## src/rtl/elr_pkg.sv

```systemverilog
// Shared types and constants for the exception link register controller.
// Assumes the five-field system-register encoding and four exception levels.
package elr_pkg;
    typedef enum logic [2:0] {
        DEC_NONE  = 3'd0,
        DEC_READ  = 3'd1,
        DEC_WRITE = 3'd2,
        DEC_MEM   = 3'd3,
        DEC_TRAP  = 3'd4,
        DEC_LOCK  = 3'd5,
        DEC_UNDEF = 3'd6
    } elr_dec_e;

    localparam logic [1:0] ENC_OP0     = 2'b11;
    localparam logic [2:0] ENC_OP1_HYP = 3'b100;
    localparam logic [2:0] ENC_OP1_KRN = 3'b000;
    localparam logic [3:0] ENC_CRN     = 4'b0100;
    localparam logic [3:0] ENC_CRM     = 4'b0000;
    localparam logic [2:0] ENC_OP2     = 3'b001;
endpackage

```

## src/rtl/elr_lock_arm.sv

```systemverilog
// Lock qualifier: reports whether the guarded-stack lock is armed.
// Assumes all inputs are stable during the request cycle; purely combinational.
module elr_lock_arm (
    input  logic gcs_present,
    input  logic lock_en,
    input  logic halted,
    input  logic exlock,
    output logic armed
);
    // Combine the four qualifiers into a single arm flag.
    always_comb begin
        armed = gcs_present & lock_en & ~halted & exlock;
    end
endmodule

```

## src/rtl/elr_decode.sv

```systemverilog
// Request decoder: matches the encoding and picks a single outcome and a
// target register from exception level, nested-virtualization control,
// host mode and lock state. Assumes cur_el is one of four levels.
module elr_decode
    import elr_pkg::*;
#(
    parameter int NV_W = 3
) (
    input  logic            clk,
    input  logic            rst_n,
    input  logic            req_valid,
    input  logic            req_write,
    input  logic [1:0]      req_op0,
    input  logic [2:0]      req_op1,
    input  logic [3:0]      req_crn,
    input  logic [3:0]      req_crm,
    input  logic [2:0]      req_op2,
    input  logic [1:0]      cur_el,
    input  logic [NV_W-1:0] nv_ctl,
    input  logic            host_mode,
    input  logic            lock_armed,
    output elr_dec_e        dec,
    output logic            tgt_hyp
);
    logic     common_ok;
    logic     hit_hyp;
    logic     hit_krn;
    elr_dec_e acc;

    // Encoding match for each of the two registers.
    always_comb begin
        common_ok = (req_op0 == ENC_OP0) && (req_crn == ENC_CRN) &&
                    (req_crm == ENC_CRM) && (req_op2 == ENC_OP2);
        hit_hyp   = common_ok && (req_op1 == ENC_OP1_HYP);
        hit_krn   = common_ok && (req_op1 == ENC_OP1_KRN);
        acc       = req_write ? DEC_WRITE : DEC_READ;
    end

    // Per-level outcome selection.
    always_comb begin
        dec     = DEC_NONE;
        tgt_hyp = 1'b0;
        if (req_valid && (hit_hyp || hit_krn)) begin
            case (cur_el)
                2'd0: dec = DEC_UNDEF;
                2'd1: begin
                    if (hit_hyp) begin
                        if (req_write && lock_armed && nv_ctl[0])
                            dec = DEC_LOCK;
                        else if (nv_ctl[2] && nv_ctl[0])
                            dec = acc;
                        else if (nv_ctl[0])
                            dec = DEC_TRAP;
                        else
                            dec = DEC_UNDEF;
                    end else begin
                        if (req_write && lock_armed && (nv_ctl[1:0] != 2'b11))
                            dec = DEC_LOCK;
                        else if (nv_ctl == 3'b011)
                            dec = DEC_TRAP;
                        else if (nv_ctl == 3'b111)
                            dec = DEC_MEM;
                        else
                            dec = acc;
                    end
                end
                2'd2: begin
                    if (hit_hyp) begin
                        if (req_write && lock_armed) dec = DEC_LOCK;
                        else begin
                            dec     = acc;
                            tgt_hyp = 1'b1;
                        end
                    end else begin
                        if (req_write && lock_armed && host_mode) dec = DEC_LOCK;
                        else begin
                            dec     = acc;
                            tgt_hyp = host_mode;
                        end
                    end
                end
                default: begin
                    dec     = acc;
                    tgt_hyp = hit_hyp;
                end
            endcase
        end
    end

    // level zero never yields anything but undefined.
    a_r2_el0_undef: assert property (@(posedge clk) disable iff (!rst_n)
        (cur_el == 2'd0 && dec != DEC_NONE) |-> dec == DEC_UNDEF);
    // highest level is never trapped, locked or undefined.
    a_r6_el3_direct: assert property (@(posedge clk) disable iff (!rst_n)
        (cur_el == 2'd3) |-> (dec != DEC_TRAP && dec != DEC_LOCK && dec != DEC_UNDEF));
    // reads are never locked.
    a_r7_read_unlocked: assert property (@(posedge clk) disable iff (!rst_n)
        (!req_write) |-> dec != DEC_LOCK);
endmodule

```

## src/rtl/elr_regs.sv

```systemverilog
// Storage for the two link registers. Entry 0 is the first-level register,
// entry 1 the hypervisor-level one. Exception capture overrides a write to
// entry 1. Assumes at most one register write per cycle.
module elr_regs #(
    parameter int DATA_W = 64,
    parameter int N_REG  = 2
) (
    input  logic              clk,
    input  logic              rst_n,
    input  logic              wr_en,
    input  logic              wr_hyp,
    input  logic [DATA_W-1:0] wr_data,
    input  logic              cap_en,
    input  logic [DATA_W-1:0] cap_addr,
    output logic [DATA_W-1:0] q_krn,
    output logic [DATA_W-1:0] q_hyp
);
    logic [DATA_W-1:0] q [N_REG];

    for (genvar i = 0; i < N_REG; i++) begin : g_reg
        localparam bit IS_HYP = (i == 1);
        // Update one register: reset, capture (hypervisor entry only), or write.
        always_ff @(posedge clk) begin
            if (!rst_n)
                q[i] <= '0;
            else if (IS_HYP && cap_en)
                q[i] <= cap_addr;
            else if (wr_en && (wr_hyp == IS_HYP))
                q[i] <= wr_data;
        end
    end

    assign q_krn = q[0];
    assign q_hyp = q[1];

    // capture always lands in the hypervisor-level register.
    a_r11_capture_wins: assert property (@(posedge clk) disable iff (!rst_n)
        cap_en |=> q_hyp == $past(cap_addr));
    // a first-level write is visible after the edge.
    a_r10_krn_write: assert property (@(posedge clk) disable iff (!rst_n)
        (wr_en && !wr_hyp) |=> q_krn == $past(wr_data));
    // without write or capture the registers hold.
    a_r10_hold: assert property (@(posedge clk) disable iff (!rst_n)
        (!wr_en && !cap_en) |=> ($stable(q_krn) && $stable(q_hyp)));
endmodule

```

## src/rtl/elr_access_ctrl.sv

```systemverilog
// Exception link register access controller (top). Decodes a system-register
// request into one outcome, drives read data or a memory request, and updates
// the two registers at the clock edge. Assumes requests last one cycle.
module elr_access_ctrl
    import elr_pkg::*;
#(
    parameter int          DATA_W   = 64,
    parameter int          NV_W     = 3,
    parameter int          EC_W     = 6,
    parameter logic [11:0] NV_SLOT  = 12'h230,
    parameter logic [5:0]  TRAP_CLS = 6'h18
) (
    input  logic              clk,
    input  logic              rst_n,
    input  logic              req_valid,
    input  logic              req_write,
    input  logic [1:0]        req_op0,
    input  logic [2:0]        req_op1,
    input  logic [3:0]        req_crn,
    input  logic [3:0]        req_crm,
    input  logic [2:0]        req_op2,
    input  logic [1:0]        cur_el,
    input  logic [NV_W-1:0]   nv_ctl,
    input  logic              host_mode,
    input  logic              gcs_present,
    input  logic              lock_en,
    input  logic              halted,
    input  logic              exlock,
    input  logic [DATA_W-1:0] wdata,
    input  logic [DATA_W-1:0] nv_base,
    input  logic              exc_take,
    input  logic [DATA_W-1:0] exc_ret_addr,
    output logic              rd_valid,
    output logic [DATA_W-1:0] rdata,
    output logic              reg_wr,
    output logic              mem_req,
    output logic              mem_wr,
    output logic [DATA_W-1:0] mem_addr,
    output logic              trap_el2,
    output logic [EC_W-1:0]   trap_ec,
    output logic              lock_exc,
    output logic              undef
);
    localparam logic [DATA_W-1:0] SLOT_OFS = DATA_W'(NV_SLOT);

    logic              lock_armed;
    elr_dec_e          dec;
    logic              tgt_hyp;
    logic [DATA_W-1:0] q_krn;
    logic [DATA_W-1:0] q_hyp;

    elr_lock_arm u_lock (
        .gcs_present (gcs_present),
        .lock_en     (lock_en),
        .halted      (halted),
        .exlock      (exlock),
        .armed       (lock_armed)
    );

    elr_decode #(.NV_W(NV_W)) u_dec (
        .clk        (clk),
        .rst_n      (rst_n),
        .req_valid  (req_valid),
        .req_write  (req_write),
        .req_op0    (req_op0),
        .req_op1    (req_op1),
        .req_crn    (req_crn),
        .req_crm    (req_crm),
        .req_op2    (req_op2),
        .cur_el     (cur_el),
        .nv_ctl     (nv_ctl),
        .host_mode  (host_mode),
        .lock_armed (lock_armed),
        .dec        (dec),
        .tgt_hyp    (tgt_hyp)
    );

    elr_regs #(.DATA_W(DATA_W), .N_REG(2)) u_regs (
        .clk      (clk),
        .rst_n    (rst_n),
        .wr_en    (dec == DEC_WRITE),
        .wr_hyp   (tgt_hyp),
        .wr_data  (wdata),
        .cap_en   (exc_take),
        .cap_addr (exc_ret_addr),
        .q_krn    (q_krn),
        .q_hyp    (q_hyp)
    );

    // Fan the decision out to one-hot outputs and their data fields.
    always_comb begin
        rd_valid = (dec == DEC_READ);
        reg_wr   = (dec == DEC_WRITE);
        mem_req  = (dec == DEC_MEM);
        trap_el2 = (dec == DEC_TRAP);
        lock_exc = (dec == DEC_LOCK);
        undef    = (dec == DEC_UNDEF);
        rdata    = rd_valid ? (tgt_hyp ? q_hyp : q_krn) : '0;
        mem_wr   = mem_req & req_write;
        mem_addr = mem_req ? (nv_base + SLOT_OFS) : '0;
        trap_ec  = trap_el2 ? EC_W'(TRAP_CLS) : '0;
    end

    // at most one outcome is ever signalled.
    a_r8_one_outcome: assert property (@(posedge clk) disable iff (!rst_n)
        $onehot0({rd_valid, reg_wr, mem_req, trap_el2, lock_exc, undef}));
    // nothing is signalled without a valid request.
    a_r1_idle_quiet: assert property (@(posedge clk) disable iff (!rst_n)
        (!req_valid) |-> ({rd_valid, reg_wr, mem_req, trap_el2, lock_exc, undef} == 6'b0));
    // a trap carries the fixed exception class.
    a_r9_trap_class: assert property (@(posedge clk) disable iff (!rst_n)
        trap_el2 |-> trap_ec == EC_W'(TRAP_CLS));
    // memory requests only come from level one.
    a_r4_mem_el1: assert property (@(posedge clk) disable iff (!rst_n)
        mem_req |-> (cur_el == 2'd1 && nv_ctl == 3'b111));
endmodule

```

## config.mk

```make
export PLATFORM = sky130hd
export DESIGN_NAME = elr_access_ctrl
export DESIGN_NICKNAME = d
export VERILOG_FILES = /design/src/rtl/elr_pkg.sv /design/src/rtl/elr_lock_arm.sv /design/src/rtl/elr_decode.sv /design/src/rtl/elr_regs.sv /design/src/rtl/elr_access_ctrl.sv
export SDC_FILE = /design/constraint.sdc
export NUM_CORES = 1
export LEC_CHECK = 0
export ABC_AREA = 1
export BUFFER_PORTS_ARGS = -buffer_cell sky130_fd_sc_hd__buf_2
export CAP_MARGIN = 10
export CORE_ASPECT_RATIO = 1.2
export CORE_MARGIN = 2
export CORE_UTILIZATION = 25
export DETAILED_ROUTE_END_ITERATION = 12
export HOLD_SLACK_MARGIN = 0.05
export PLACE_DENSITY = 0.55
export RECOVER_POWER = 50
export SETUP_SLACK_MARGIN = 0.5
export SYNTH_ARGS = -nofsm -noshare
export SYNTH_HDL_FRONTEND = slang
export SYNTH_SLANG_ARGS = --single-unit
```

## constraint.sdc

```tcl
create_clock -name clk -period 4.05 [get_ports clk]
set_clock_uncertainty 0.05 [all_clocks]
set_input_delay 1.0125 -clock clk [delete_from_list [all_inputs] [get_ports clk]]
set_output_delay 1.0125 -clock clk [all_outputs]
set_load 0.01 [all_outputs]
```

==> flow_metrics.py <==
metrics = {
    "logic_synthesis": {
        "synth_compound_area_share_pct": 5.42,
        "synth_top_area_share_pct": 44.4,
        "synth_fa_ha_area_share_pct": 0.145,
        "yosys_warnings": 0,
        "synth_top_area_cell": "edfxtp_1",
        "syn_inst": 1185,
        "synth_mux_area_share_pct": 0,
        "ys_ff_latch": 128,
        "synthDistinctLibCells": 36,
        "synth_xor_area_share_pct": 3.04,
        "ys_seq_area_share_pct": 44.4,
        "syn_area_per_cell_um2": 7.31,
        "synth_top_family_by_area": "simple AND/OR/NAND/NOR gates",
        "async_flop_share_pct": 0,
        "synth_area_um2": 8660,
        "synth-simple-area-share_pct": 35.8,
        "synth-edff-count": 128,
        "ys.flop_type": "edfxtp_1",
        "yosys-top-cells-area": "edfxtp_1 (44%), nand2_1 (17%), nor2_1 (7.7%), inv_1 (6.3%), nand4_1 (5.8%)",
    },
    "floorplanning": {
        "fp.dieH_um": 208,
        "start_util_pct": 25.4,
        "fp.coreArea_um2": 34100,
        "boundaryPins": 364,
        "num_rows": 74,
        "dieArea_um2": 36100,
        "die_w_um": 174,
    },
    "global_routing": {
        "grt_first_pass_wirelength_um": 51900,
        "grt_max_degree": 65,
        "grtUsageMet2_pct": 34.1,
        "grt_busiest_layer": "met2",
        "grtUsageMet1_pct": 20.2,
        "track_usage_pct": 18.3,
        "grt_use_met3_pct": 3.57,
        "grt_pass1_vias": 9548,
        "gr-total-overflow": 0,
        "antenna_found_initial": 8,
    },
    "sta": {
        "min_period_ps": 3880,
        "timing.final.crit_share_pct": 95.7,
        "finalSetupTns_ps": 0,
        "finalHoldViolations": 0,
        "slew_headroom_pct": 49.4,
        "finalSetupViolCount": 0,
        "tightest_slew_ps": 759,
        "max_freq_mhz": 258,
        "drv_slew": 0,
        "rsz0062_at_grt": "yes",
        "whs_ps": 810,
    },
    "finish": {
        "biggestRegsByFlops": "u_regs.q (128)",
        "area_growth_pct": 59.4,
        "largest_register_ffs": 128,
        "n_fill_cell": 3562,
        "fin_cells": 2094,
        "largest-register": "u_regs.q",
        "final_cell_mix": "buf_2 (329), nand2_1 (328), inv_1 (139), edfxtp_1 (128), nor2_1 (126)",
        "drive_gt1_share_pct": 43.9,
        "final_common_cell": "buf_2",
        "fin_nets": 1845,
    },
    "route": {
        "wl_per_cell_um": 16.8,
        "drc": 0,
        "wl_um": 35200,
        "vias": 9672,
        "dr.pass1.iters": 5,
        "vias_per_cell": 4.62,
        "drtIter0Drc": 436,
        "final_antenna_net_count": 0,
    },
    "clocking": {
        "htree_levels": 4,
        "cts_hold_buf": 0,
        "clock-sinks": 128,
        "clk_pin_slew_ps": 60,
        "cts_root_buffer": "clkbuf_16",
        "cts_tree": "built",
        "cts_buffers": 17,
        "cts_buffer_depth": 2,
    },
    "setup_path": {
        "startpoint": "req_op2[1]",
        "start_kind": "primary input",
        "end_kind": "primary output",
        "crit_slowest_cell": "a21oi_1",
        "cp_cell_sequence": "buf_2 > inv_1 > nand3_1 > nor2_2 > nand3_4 > nand2_4 > nand3_4 > o31ai_4 > nand2_2 > clkinv_4 > buf_16 > nand2_1 > a21oi_1 > buf_2",
        "critPathMaxFanout": 25,
        "arrival_ps": 2810,
        "crit_path_max_incr_delay_ps": 220,
        "required_ps": 2990,
        "critPathKind": "primary input to primary output",
    },
    "place": {
        "hpwl_um": 23900,
        "port-buffer-count": 359,
        "gp_congestion": 0.925,
        "dp.cells": 1987,
    },
    "pwr": {
        "peakVddDrop_uv": 235,
        "p_leak_nw": 6.80,
        "power_w": 0.00360,
        "power_density_nw_per_um2": 261,
    },
    "worst_hold_path": {
        "hp-start": "exc_ret_addr[8]",
        "hp-class": "primary input to flop",
    },
    "outcome": {
        "outcome": "complete, no violations",
    },
    "flow_run": {
        "max-cap-violations": 0,
    },
}
cell families (layout without fill, tap and decap cells):
family          Yosys count  in the layout
compound gates           90             90
buf+inv                 217            663
other cells               1              8
flops                   128            128
fa+ha+maj                 1              1
simple gates            718            718
xor+xnor                 30             30
area by class of cell:
class                   count  area (um2)  share of cell area [%]
diodes                      4        10.0                  0.0725
clock buffers              17         425                    3.08
clock inverters            15         185                    1.34
inverters                 150         581                    4.21
multi-input cells         843        4780                    34.6
flip-flops and latches    128        3840                    27.8
well taps                 456         571                    4.13
repair buffers            481        3410                    24.7
cell usage after synthesis (all sizes together), types with 2 or more instances:
cell type    n
nand2      383
nor2       189
inv        150
edfxtp     128
nand4       81
a21oi       76
buf         48
nand3       34
nor3        23
xor2        21
clkbuf      19
xnor2        9
o21ai        5
a31oi        4
nor4         4
a41oi        2
or2          2
what timing repair did:
item,4_1_cts,5_1_grt
setup buffers,32,25
pin swaps,50,65
resized for setup,142,149
setup endpoints to repair,135,136
gates cloned,7,7
metrics by stage:
step | cell area [um2] | util, % | setup WS, ps
3_3_place_gp | 11300 | 33.1 | -100
4_1_cts | 12900 | 37.9 | 123
6_report | 13800 | 40.5 | 173
2_1_floorplan | 8780 | - | 462
5_1_grt | 13800 | 40.5 | 37.1
3_5_place_dp | 11300 | 33.1 | -102
routing by layer:
layer	wire, um	vias up
met1	13300	4488
met2	18400	394
met3	2250	68
met4	1160	10
met5	59	-
li1	-	4712
where the power goes:
| group | internal, W | switching [W] | leakage [nW] |
|---|---|---|---|
| logic | 0.000167 | 0.000261 | 5.22 |
| clock network | 0.000976 | 0.000619 | 0.288 |
| registers | 0.00155 | 0.0000273 | 1.30 |
critical path: cells and delay by family:
family          cells  cell delay (ps)
simple gates        7              830
buf+inv             5              660
compound gates      2              280
path summary, 6_finish.rpt:
| kind | end | cells past startpoint |
|---|---|---|
| setup / recovery | rdata[20] | 14 |
| hold / removal | u_regs.q[1][8]$_SDFFCE_PN0P_ | 3 |
(Power assumes the default switching activity.)
